<file path="config.mk">
export PLATFORM = sky130hd
export DESIGN_NAME = door_seq_top
export DESIGN_NICKNAME = d
export VERILOG_FILES = /design/src/rtl/door_seq_pkg.sv /design/src/rtl/door_req_qual.sv /design/src/rtl/door_warn_timer.sv /design/src/rtl/door_fsm.sv /design/src/rtl/door_cmd_dec.sv /design/src/rtl/door_seq_top.sv
export SDC_FILE = /design/constraint.sdc
export NUM_CORES = 1
export LEC_CHECK = 0
export ABC_AREA = 1
export BUFFER_PORTS_ARGS = -buffer_cell sky130_fd_sc_hd__buf_2
export CORE_MARGIN = 2
export CORE_UTILIZATION = 25
export DETAILED_ROUTE_END_ITERATION = 8
export SYNTH_ARGS = -nofsm -noshare
export SYNTH_HDL_FRONTEND = slang
export SYNTH_SLANG_ARGS = --single-unit
</file>
<file path="constraint.sdc">
create_clock -name clk_i -period 1.7 [get_ports clk_i]
set_input_delay 0.085 -clock clk_i [delete_from_list [all_inputs] [get_ports clk_i]]
set_output_delay 0.085 -clock clk_i [all_outputs]
set_load 0.1 [all_outputs]
</file>
<file path="src/rtl/door_seq_pkg.sv">
package door_seq_pkg;

  typedef enum logic [2:0] {
    ST_SHUT    = 3'd0,
    ST_RISING  = 3'd1,
    ST_HELD    = 3'd2,
    ST_CHIME   = 3'd3,
    ST_FALLING = 3'd4,
    ST_BOLTED  = 3'd5
  } door_state_e;

  typedef struct packed {
    logic en;
    logic dir;
    logic speed;
    logic chime;
  } panel_cmd_t;

  localparam panel_cmd_t CMD_IDLE  = '{en: 1'b0, dir: 1'b0, speed: 1'b0, chime: 1'b0};
  localparam panel_cmd_t CMD_OPEN  = '{en: 1'b1, dir: 1'b1, speed: 1'b1, chime: 1'b0};
  localparam panel_cmd_t CMD_CLOSE = '{en: 1'b1, dir: 1'b0, speed: 1'b0, chime: 1'b0};
  localparam panel_cmd_t CMD_WARN  = '{en: 1'b0, dir: 1'b0, speed: 1'b0, chime: 1'b1};

endpackage

</file>
<file path="src/rtl/door_req_qual.sv">
module door_req_qual (
  input  logic open_ext_i,
  input  logic open_int_i,
  input  logic open_auth_i,
  input  logic close_req_i,
  output logic open_dmd_o,
  output logic close_dmd_o
);

  always_comb begin
    close_dmd_o = close_req_i;
    open_dmd_o  = (open_ext_i | open_int_i) & open_auth_i & ~close_req_i;
  end

endmodule

</file>
<file path="src/rtl/door_warn_timer.sv">
module door_warn_timer #(
  parameter int unsigned WARN_CYC = 6
) (
  input  logic clk_i,
  input  logic rst_ni,
  input  logic run_i,
  output logic done_o
);

  localparam int unsigned CNT_W = (WARN_CYC > 1) ? $clog2(WARN_CYC) : 1;
  localparam logic [CNT_W-1:0] LAST = CNT_W'(WARN_CYC - 1);

  logic [CNT_W-1:0] cnt_q;

  assign done_o = run_i && (cnt_q == LAST);

  always_ff @(posedge clk_i or negedge rst_ni) begin
    if (!rst_ni) begin
      cnt_q <= '0;
    end else if (!run_i) begin
      cnt_q <= '0;
    end else if (!done_o) begin
      cnt_q <= cnt_q + 1'b1;
    end
  end

endmodule

</file>
<file path="src/rtl/door_fsm.sv">
module door_fsm
  import door_seq_pkg::*;
(
  input  logic        clk_i,
  input  logic        rst_ni,
  input  logic        open_dmd_i,
  input  logic        close_dmd_i,
  input  logic        sns_open_i,
  input  logic        sns_closed_i,
  input  logic        sns_locked_i,
  input  logic        warn_done_i,
  output door_state_e state_o
);

  door_state_e state_q, state_d;

  always_comb begin
    state_d = state_q;
    unique case (state_q)
      ST_SHUT, ST_BOLTED: begin
        if (open_dmd_i) state_d = ST_RISING;
      end
      ST_RISING: begin
        // close has priority over reaching the end stop
        if (close_dmd_i)     state_d = ST_CHIME;
        else if (sns_open_i) state_d = ST_HELD;
      end
      ST_HELD: begin
        if (close_dmd_i) state_d = ST_CHIME;
      end
      ST_CHIME: begin
        if (open_dmd_i)       state_d = ST_RISING;
        else if (warn_done_i) state_d = ST_FALLING;
      end
      ST_FALLING: begin
        if (open_dmd_i)        state_d = ST_RISING;
        else if (sns_locked_i) state_d = ST_BOLTED;
        else if (sns_closed_i) state_d = ST_SHUT;
      end
      default: state_d = ST_SHUT;
    endcase
  end

  always_ff @(posedge clk_i or negedge rst_ni) begin
    if (!rst_ni) state_q <= ST_SHUT;
    else         state_q <= state_d;
  end

  assign state_o = state_q;

endmodule

</file>
<file path="src/rtl/door_cmd_dec.sv">
module door_cmd_dec
  import door_seq_pkg::*;
(
  input  door_state_e state_i,
  output panel_cmd_t  cmd_o
);

  always_comb begin
    unique case (state_i)
      ST_RISING:  cmd_o = CMD_OPEN;
      ST_CHIME:   cmd_o = CMD_WARN;
      ST_FALLING: cmd_o = CMD_CLOSE;
      default:    cmd_o = CMD_IDLE;
    endcase
  end

endmodule

</file>
<file path="src/rtl/door_seq_top.sv">
module door_seq_top
  import door_seq_pkg::*;
#(
  parameter int unsigned CLK_PER_SEC = 50_000_000,
  parameter int unsigned WARN_SEC    = 1
) (
  input  logic clk_i,
  input  logic rst_ni,
  input  logic open_ext_i,
  input  logic open_int_i,
  input  logic open_auth_i,
  input  logic close_req_i,
  input  logic sns_open_i,
  input  logic sns_closed_i,
  input  logic sns_appr_open_i,
  input  logic sns_appr_closed_i,
  input  logic sns_locked_i,
  output logic panel_en_o,
  output logic panel_dir_o,
  output logic panel_speed_o,
  output logic chime_o
);

  localparam int unsigned WARN_CYC = CLK_PER_SEC * WARN_SEC;

  logic        open_dmd, close_dmd, warn_done;
  door_state_e state;
  panel_cmd_t  cmd;

  // approach sensors carry no control meaning here
  logic unused_appr;
  assign unused_appr = sns_appr_open_i ^ sns_appr_closed_i;

  door_req_qual i_qual (
    .open_ext_i  (open_ext_i),
    .open_int_i  (open_int_i),
    .open_auth_i (open_auth_i),
    .close_req_i (close_req_i),
    .open_dmd_o  (open_dmd),
    .close_dmd_o (close_dmd)
  );

  door_warn_timer #(.WARN_CYC(WARN_CYC)) i_timer (
    .clk_i  (clk_i),
    .rst_ni (rst_ni),
    .run_i  (state == ST_CHIME),
    .done_o (warn_done)
  );

  door_fsm i_fsm (
    .clk_i        (clk_i),
    .rst_ni       (rst_ni),
    .open_dmd_i   (open_dmd),
    .close_dmd_i  (close_dmd),
    .sns_open_i   (sns_open_i),
    .sns_closed_i (sns_closed_i),
    .sns_locked_i (sns_locked_i),
    .warn_done_i  (warn_done),
    .state_o      (state)
  );

  door_cmd_dec i_dec (
    .state_i (state),
    .cmd_o   (cmd)
  );

  assign panel_en_o    = cmd.en;
  assign panel_dir_o   = cmd.dir;
  assign panel_speed_o = cmd.speed;
  assign chime_o       = cmd.chime;

endmodule

</file>
Word-level counts from Yosys, hierarchy flattened --
Cells that the tools add are included.
Storage, ports and cells: register bits after elaboration 29, bits of input ports 11, logic and storage cells 36
Cells by class: add/sub/neg operators 1, equal/unequal tests 12, mux-type cells 13, bitwise logic cells 4, reductions and logical operators 4
Operators with widths (count):
- $mux 26 | 2
- $mux 3 | 9
- $add 26x1->26 const B | 1
- $eq 26x26->1 const B | 1
- $pmux 3 s5 | 1
- $pmux 4 s3 | 1
- $eq 3x2->1 const B | 2
- $eq 3x3->1 const B | 2
- $reduce_and 5->1 | 1
- $ne 2x2->1 const B | 2
- $ne 4x4->1 const B | 1
- $eq 3x1->1 const B | 1
- $logic_not 3->1 | 1
- $ne 3x1->1 const B | 1
- $ne 3x3->1 const B | 1
- $and 1x1->1 | 2
- $ne 2x1->1 const B | 1
- $reduce_or 2->1 | 1
- $logic_and 1x1->1 | 1
- $not 1->1 | 1
- $or 1x1->1 | 1

Logic depth before layout (Yosys ltp) --
Gate-level depths: netlist of run 1.
depth in word-level cells 5, mapped depth 12

By module --
From an unflattened synthesis of run 1, not the netlist that was laid out.
Second synthesis, totals: cell total of the unflattened synthesis 319, area, all modules 2103.3 um2
By module, submodules not included:
- door_warn_timer | times used 1, cells an instance 244, area an instance 1705.4 um2, sequential area each 650.6 um2
- door_fsm | times used 1, cells an instance 58, area an instance 317.8 um2, sequential area each 75.1 um2
- door_cmd_dec | times used 1, cells an instance 10, area an instance 47.5 um2, sequential area each 0.0 um2
- door_req_qual | times used 1, cells an instance 5, area an instance 22.5 um2, sequential area each 0.0 um2
- door_seq_top | times used 1, cells an instance 2, area an instance 10.0 um2, sequential area each 0.0 um2

Worst setup path after synthesis of run 1 --
OpenSTA, ideal clock, no wires.
kind flip-flop to output port, start register i_fsm.state_q[2] (netlist: i_fsm.state_o[2]), end output port panel_speed_o, arrival 1672 ps, required time 1615 ps, path slack -57 ps, cell stages (with the launch flop) 5, buffers on the path 1, path through dfrtp_1 > inv_1 > nand3_1 > inv_1 > buf_4
On the way: word-level cells in the longest chain between the ends 2
Ends and longest elaborated chain:
- start: declaration | RTL line door_fsm.sv:15 | door_state_e state_q, state_d;
- start signal: assignment | RTL line door_fsm.sv:46 | else state_q <= state_d;
- $eq 3x3->1, or another cell as far along | RTL line door_cmd_dec.sv:9 | unique case (state_i)
- $pmux 4 s3 (*) | RTL line door_cmd_dec.sv:9
- end: declaration | RTL line door_seq_top.sv:20 | output logic panel_speed_o,
Mark *: on every way between the ends. The rest lies on a longest branch, timed or not.

Worst setup path in the final report of run 1 --
start register i_timer.cnt_q[0], end register i_fsm.state_q[2] (netlist: i_fsm.state_o[2])
On the way: word-level cells in the longest chain between the ends 4
Ends and longest elaborated chain:
- start: declaration | RTL line door_warn_timer.sv:13 | logic [CNT_W-1:0] cnt_q;
- start signal: assignment | RTL line door_warn_timer.sv:23 | cnt_q <= cnt_q + 1'b1;
- $eq 26x26->1 | RTL line door_warn_timer.sv:15 | assign done_o = run_i && (cnt_q == LAST);
- $logic_and 1x1->1 | RTL line door_warn_timer.sv:15
- $ne 3x1->1 (no line)
- $reduce_and 5->1 (no line)
Every way passes these cells. A chain may end at the register's enable or synchronous reset.

==> qor.json, run 1 <==
{
  "total_core_area_um2": 7250,
  "port_buffers": 12,
  "sort_of_element_at_the_end_of_the_critical_path": "flip-flop",
  "pwr_density_cell_nw_per_um2": 1130,
  "grt.total_usage_pct": 10.4,
  "detailedPlacementHpwl_mm": 3.05,
  "postSynthAreaPerCell_um2": 6.99,
  "required_ns": 1.87,
  "max_slew.worst_pin.slew_ns": 0.660,
  "seq_area_frac_synth_pct": 38.7,
  "synth.most_common_cell": "nand2_1",
  "clock_insertion_delay_worst_skew_ns": 0.28,
  "worst_setup_hold_path_clk_slew_ns": 0.06,
  "grt_pass1_vias": 1559,
  "worst_ep_arrival_time_ns": 1.75,
  "postSynthCellCount": 268,
  "final.setup.tns_ns": 0,
  "hp-class": "in2reg",
  "final_critical_path_setup_slack_ns": 0.124,
  "fmax_mhz": 635,
  "synthTopCellsByCount": "nand2_1 (59), inv_1 (39), nor2_1 (33), dfrtp_1 (29), nand3_1 (18)",
  "io_pins": 15,
  "synth_top_area_share_pct": 38.7,
  "place_congestion": 0.827,
  "setup_slack_on_the_worst_flop_to_flop_path_ns": 0.12,
  "flow.area_growth_from_synthesis_pct": 19.3,
  "setup_viol": 0,
  "timing.final.crit_period_ns": 1.58,
  "synth_enable_flop_cells": 0,
  "rows": 31,
  "tritoncts.num_buffers": 5,
  "synth_flop_cell": "dfrtp_1",
  "drt_pass1_iterations": 4,
  "wirelength_mm": 4.13,
  "final_core_utilization_pct": 30.8,
  "netlist_area_um2": 1870,
  "timing.slew.headroom_pct": 56.0,
  "unrepaired_setup_endpoints_after_global_routing": "true",
  "dp_slack_ns": 0.0481,
  "h-tree-depth": 2,
  "clock_path_buffers": 2,
  "drt_first_iter_violations": 122,
  "final_design_area_no_fill_um2": 2230,
  "synth_area_leader": "dfrtp_1",
  "cellLeakagePower_nw": 1.05,
  "critical_path.startpoint_type": "flip-flop",
  "initial_utilization_pct": 25.8,
  "wl_per_cell_um": 10.5,
  "n_antenna_cell": 0,
  "fraction_of_final_layout_cells_sized_beyond_drive_strength_1_pct": 20.7,
  "die_area_um2": 8200,
  "post_dp_cell_area_um2": 2080,
  "max_cap_viol_count": 0,
  "ir_worst_vdd_uv": 495,
  "fin_hold_ws_ns": 0.219,
  "run_status": "finished, final reports clean",
  "critPathKind": "reg2reg",
  "worst_clock_skew_ns": 0.00730,
  "postSynthNetCount": 280,
  "place_inst": 380,
  "non_filler_instance_count_after_layout": 394,
  "chipHeight_um": 90.6,
  "critical_path.max_fanout": 5,
  "tritoncts": "yes",
  "design_power_total_mw": 2.53,
  "final-hold-violation-count": 0,
  "grt_max_degree": 30,
  "period_share_pct": 92.7,
  "antenna_found_initial": 0,
  "yosys-top-cells-area": "dfrtp_1 (39%), nand2_1 (12%), inv_1 (7.8%)",
  "grt_first_pass_wirelength_mm": 7.04,
  "final_antenna_net_count": 0,
  "cts_sinks": 29,
  "via_per_inst": 4.36,
  "grt_overflow_total": 0,
  "root_buffer_selected_by_cts": "clkbuf_8",
  "synth.yosys.warnings": 0,
  "drc": 0,
  "final_max_slew_viol_count": 0,
  "ys_types": 33,
  "nets": 307,
  "async_reset_ff_share_pct": 100,
  "yosys_register_bits": 29,
  "via_count": 1717,
  "die_outline_width_um": 90.6
}
registers in the layout, indices dropped and copies added (netlist names):
register       flops
i_fsm.state_o      3
i_timer.cnt_q     26
cell type report:
cell class	count	area (um^2)
clock buffer	7	86.3
tap	99	124
fill	780	5020
sequential	29	726
multi-input combinational	188	943
inverter	47	180
timing repair buffer	24	175
kinds of logic after synthesis:
logic type                 after synthesis  share of synthesized area (%)
adders and majority gates                1                          0.668
and+or+nand+nor                        149                           37.5
DFF                                     29                           38.7
AOI/OAI and AO/OA                       36                           10.7
xor gates and xnor gates                 2                          0.935
buffers and inverters                   51                           11.4
per-layer routing:
metal,vias to the layer above,global-route usage [%],routed length (um),part of all wire (%)
li1,906,-,-,-
met1,787,13.6,1970,48
met2,18,17.0,1990,48
met3,6,2.75,126,3.1
met4,0,3.08,48,1.2
met5,-,0,0,0
critical path, stage by stage (launching register included):
cell and delay [ns]:
dfrtp_1 0.38, ha_2 0.22, nand3_2 0.10, inv_2 0.10, nand2_1 0.05, nor2_1 0.11
nand2_2 0.11, nand2_2 0.09, nand2_2 0.05, nand2_2 0.09, nand2_2 0.07, nand2_1 0.06
nand2_1 0.05
path summary, 6_finish.rpt:
check                                 start               end  cells past startpoint
min in group asynchronous            rst_ni  i_timer.cnt_q[4]                      2
max                        i_timer.cnt_q[0]  i_fsm.state_o[2]                     12
max in group asynchronous            rst_ni  i_timer.cnt_q[7]                      2
min reg2reg                i_timer.cnt_q[1]  i_timer.cnt_q[1]                      2
min                             close_req_i  i_fsm.state_o[0]                      5
max reg2reg                i_timer.cnt_q[0]  i_fsm.state_o[2]                     12
cells in the final DEF (no fill, tap or decap), drive strengths merged, types with 2 or more instances in the layout:
cell / count
a31oi: 2
a2bb2oi: 2
inv: 45
a21oi: 14
o21ai: 15
nor2: 40
dfrtp: 29
nand4: 7
clkbuf: 10
nand2: 69
nor3: 11
nand3: 19
buf: 20
what timing repair did:
action | CTS | global route
setup endpoints to repair | 0 | 12
hold buffers | 1 | 0
endpoints found under the hold margin | 29 | 0
setup buffers | 0 | 6
resized for setup | 0 | 6
power breakdown:
part / switching [mW] / total (mW) / internal [mW]
registers: 0.0551 / 0.795 / 0.740
logic: 0.838 / 1.16 / 0.318
clock network: 0.260 / 0.581 / 0.320
Power figures use the tool's default switching activity.
==> run 2, diff against run 1 <==
--- a/config.mk
+++ b/config.mk
@@ -7,7 +7,6 @@
 export LEC_CHECK = 0
 export ABC_AREA = 1
 export BUFFER_PORTS_ARGS = -buffer_cell sky130_fd_sc_hd__buf_2
-export CORE_MARGIN = 2
 export CORE_UTILIZATION = 25
 export DETAILED_ROUTE_END_ITERATION = 8
 export SYNTH_ARGS = -nofsm -noshare
==> constraint.sdc (replaced) <==
create_clock -name clk_i -period 1.7 [get_ports clk_i]
set_input_delay 0.085 -clock clk_i [delete_from_list [all_inputs] [get_ports clk_i]]
set_output_delay 0.085 -clock clk_i [all_outputs]
set_load 0.005 [all_outputs]
==> qor.json, run 2 (synthesized netlist as in run 1, its figures left out) <==
{
  "largest_reg_flops": {"value": 26, "change": "unchanged"},
  "drc": {"value": 0, "change": "unchanged"},
  "die_area": {"value": 7840, "unit": "um^2", "change": "was 8200 um^2"},
  "port_buffers": {"value": 12, "change": "unchanged"},
  "clkPwrFrac": {"value": 28.0, "unit": "%", "change": "was 22.9%"},
  "rows": {"value": 31, "change": "unchanged"},
  "run_status": {"value": "finished, final reports clean", "change": "unchanged"},
  "grt_max_degree": {"value": 30, "change": "unchanged"},
  "final_max_slew_viol_count": {"value": 0, "change": "unchanged"},
  "setup_viol": {"value": 0, "change": "unchanged"},
  "drt_pass1_iterations": {"value": 4, "change": "unchanged"},
  "crit_path_frequent_cell": {"value": "nand2_2", "change": "unchanged"},
  "root_buffer_selected_by_cts": {"value": "clkbuf_8", "change": "unchanged"},
  "unrepaired_setup_endpoints_after_global_routing": {"value": "false", "change": "was true"},
  "sort_of_element_at_the_end_of_the_critical_path": {"value": "flip-flop", "change": "unchanged"},
  "final-hold-violation-count": {"value": 0, "change": "unchanged"},
  "swShare": {"value": 35.1, "unit": "%", "change": "was 45.5%"},
  "critical_path.max_fanout": {"value": 5, "change": "unchanged"},
  "worst_clock_skew": {"value": 0.00405, "unit": "ns", "change": "was 0.00730 ns"},
  "clock_path_buffers": {"value": 2, "change": "unchanged"},
  "fin_hold_ws": {"value": 0.209, "unit": "ns", "change": "was 0.219 ns"},
  "io_pins": {"value": 15, "change": "unchanged"},
  "final-seq-area": {"value": 726, "unit": "um^2", "change": "unchanged"},
  "final.setup.tns": {"value": 0, "unit": "ns", "change": "unchanged"},
  "fmax": {"value": 646, "unit": "MHz", "change": "was 635 MHz"},
  "fillers": {"value": 793, "change": "was 780"},
  "hp-class": {"value": "in2reg", "change": "unchanged"},
  "worst_ep_arrival_time": {"value": 1.71, "unit": "ns", "change": "was 1.75 ns"},
  "wl_per_cell": {"value": 10.4, "unit": "um", "change": "was 10.5 um"},
  "max_slew.worst_pin.slew": {"value": 0.660, "unit": "ns", "change": "about the same"},
  "wirelength": {"value": 4.09, "unit": "mm", "change": "was 4.13 mm"},
  "detailedPlacementHpwl": {"value": 3.16, "unit": "mm", "change": "was 3.05 mm"},
  "tritoncts.num_buffers": {"value": 5, "change": "unchanged"},
  "pwr_density_cell": {"value": 921, "unit": "nW/um^2", "change": "was 1130 nW/um^2"},
  "grt.total_usage": {"value": 11.7, "unit": "%", "change": "was 10.4%"},
  "internal-power": {"value": 1.31, "unit": "mW", "change": "was 1.38 mW"},
  "total_core_area": {"value": 7250, "unit": "um^2", "change": "unchanged"},
  "place_congestion": {"value": 0.844, "change": "was 0.827"},
  "nets": {"value": 305, "change": "was 307"},
  "final_antenna_net_count": {"value": 0, "change": "unchanged"},
  "h-tree-depth": {"value": 2, "change": "unchanged"},
  "timing.slew.headroom": {"value": 56.0, "unit": "%", "change": "about the same"},
  "period_share": {"value": 91.1, "unit": "%", "change": "was 92.7%"},
  "p_seq_share": {"value": 39.4, "unit": "%", "change": "was 31.4%"},
  "chipHeight": {"value": 88.6, "unit": "um", "change": "was 90.6 um"},
  "grt_first_pass_wirelength": {"value": 7.10, "unit": "mm", "change": "was 7.04 mm"},
  "cellLeakagePower": {"value": 1.04, "unit": "nW", "change": "was 1.05 nW"},
  "critical_path.cell_chain": {"value": "ha_2 -> nand3_2 -> inv_2 -> nand2_1 -> nor2_2 -> nand2_2 -> nand2_2 -> nand2_2 -> nand2_2 -> nand2_2 -> nand2_1 -> nand2_1", "change": "was ha_2 -> nand3_2 -> inv_2 -> nand2_1 -> nor2_1 -> nand2_2 -> nand2_2 -> nand2_2 -> nand2_2 -> nand2_2 -> nand2_1 -> nand2_1"},
  "tritoncts": {"value": "yes", "change": "unchanged"},
  "switching_power": {"value": 709, "unit": "uW", "change": "was 1.15 mW"},
  "grt_overflow_total": {"value": 0, "change": "unchanged"},
  "initial_utilization": {"value": 25.8, "unit": "%", "change": "unchanged"},
  "drt_first_iter_violations": {"value": 114, "change": "was 122"},
  "fraction_of_final_layout_cells_sized_beyond_drive_strength_1": {"value": 20.1, "unit": "%", "change": "was 20.7%"},
  "timing.final.crit_period": {"value": 1.55, "unit": "ns", "change": "was 1.58 ns"},
  "flow.area_growth_from_synthesis": {"value": 17.2, "unit": "%", "change": "was 19.3%"},
  "mostFrequentLayoutCells": {"value": "nand2_1 (58), inv_1 (39), nor2_1 (32)", "change": "was nand2_1 (58), inv_1 (38), nor2_1 (33)"},
  "via_per_inst": {"value": 4.39, "change": "was 4.36"},
  "via_count": {"value": 1719, "change": "was 1717"},
  "required": {"value": 1.87, "unit": "ns", "change": "about the same"},
  "multi_input_comb_area": {"value": 946, "unit": "um^2", "change": "was 943 um^2"},
  "largest_register": {"value": "i_timer.cnt_q", "change": "unchanged"},
  "critical_path.startpoint_type": {"value": "flip-flop", "change": "unchanged"},
  "max_cap_viol_count": {"value": 0, "change": "unchanged"},
  "final_common_cell": {"value": "nand2_1", "change": "unchanged"},
  "antenna_found_initial": {"value": 0, "change": "unchanged"},
  "maximum_cell_stage_delay_along_the_critical_path": {"value": 0.37, "unit": "ns", "change": "was 0.38 ns"},
  "critPathKind": {"value": "reg2reg", "change": "unchanged"},
  "timing.critical_path.slowest_stage_cell": {"value": "dfrtp_1", "change": "unchanged"},
  "n_antenna_cell": {"value": 0, "change": "unchanged"},
  "clock_insertion_delay_worst_skew": {"value": 0.28, "unit": "ns", "change": "about the same"},
  "die_outline_width": {"value": 88.6, "unit": "um", "change": "was 90.6 um"},
  "ir_worst_vdd": {"value": 277, "unit": "uV", "change": "was 495 uV"},
  "cts_sinks": {"value": 29, "change": "unchanged"},
  "share_comb_of_total_power": {"value": 32.6, "unit": "%", "change": "was 45.7%"},
  "worst_setup_hold_path_clk_slew": {"value": 0.06, "unit": "ns", "change": "about the same"},
  "grt_pass1_vias": {"value": 1584, "change": "was 1559"}
}
-- run 2: cell count changes in the layout (fill, tap and decap cells not counted), sizes merged --
cell / previous run / this run
clkbuf: 10 / 7
buf: 20 / 21
clkinvlp: 1 / 0
inv: 45 / 46
-- run 2: area by class of cell --
type / count / area share (%)
clock buffers: 7 / 3.93
inverters: 47 / 8.03
multi-input cells: 188 / 43.1
flip-flops and latches: 29 / 33.0
well taps: 99 / 5.64
repair buffers: 22 / 6.27
-- run 2: path summary, 6_finish.rpt --
| check | slack [ns] | to | depth (start not counted) | startpoint |
|---|---|---|---|---|
| max | 0.15 | i_fsm.state_o[2] | 12 | i_timer.cnt_q[1] |
| min | 0.21 | i_fsm.state_o[0] | 5 | close_req_i |
| max reg2reg | 0.15 | i_fsm.state_o[2] | 12 | i_timer.cnt_q[1] |
| min reg2reg | 0.51 | i_timer.cnt_q[1] | 2 | i_timer.cnt_q[1] |
| max in group asynchronous | 0.89 | i_fsm.state_o[2] | 2 | rst_ni |
| min in group asynchronous | 0.37 | i_timer.cnt_q[16] | 2 | rst_ni |
-- run 2: per-layer routing --
metal / global-route usage (%) / vias to the layer above / wire (um)
li1: - / 907 / -
met1: 14.7 / 789 / 1970
met2: 20.1 / 16 / 1980
met3: 2.24 / 7 / 79
met4: 3.96 / 0 / 54
met5: 0 / - / 0
-- run 2: timing repair --
action                                  in CTS  in global routing
buffers inserted                             0                  4
endpoints found under the setup margin       0                  9
hold endpoints to repair                    29                  0
hold buffers                                 1                  0
gates resized for setup                      0                  5
-- run 2: per-stage QoR --
| step | setup WS, ns | instance area, um^2 | power (mW) | util (%) | cells |
|---|---|---|---|---|---|
| after floorplan | 0.269 | 1870 | 1.30 | - | 268 |
| after global placement | 0.0817 | 2060 | 1.45 | 28.4 | 380 |
| after detailed placement | 0.0604 | 2060 | 1.46 | 28.4 | 380 |
| after CTS | 0.0382 | 2150 | 2.03 | 29.7 | 388 |
| after global routing | 0.00207 | 2200 | 2.17 | 30.3 | 392 |
| final | 0.152 | 2200 | 2.02 | 30.3 | 392 |
-- run 2: critical path: cells and delay by family (launching register included) --
| kind | cells | cell delay (ns) |
|---|---|---|
| simple gates | 10 | 0.74 |
| flops | 1 | 0.37 |
| fa+ha+maj | 1 | 0.20 |
| buf+inv | 1 | 0.11 |
-- run 2: power groups by stage --
stage,combinational (mW),sequential [mW],clock (mW)
2_1_floorplan,0.501,0.796,0
3_3_place_gp,0.639,0.809,0
3_5_place_dp,0.645,0.811,0
4_1_cts,0.650,0.799,0.584
5_1_grt,0.761,0.801,0.608
6_report,0.659,0.796,0.566
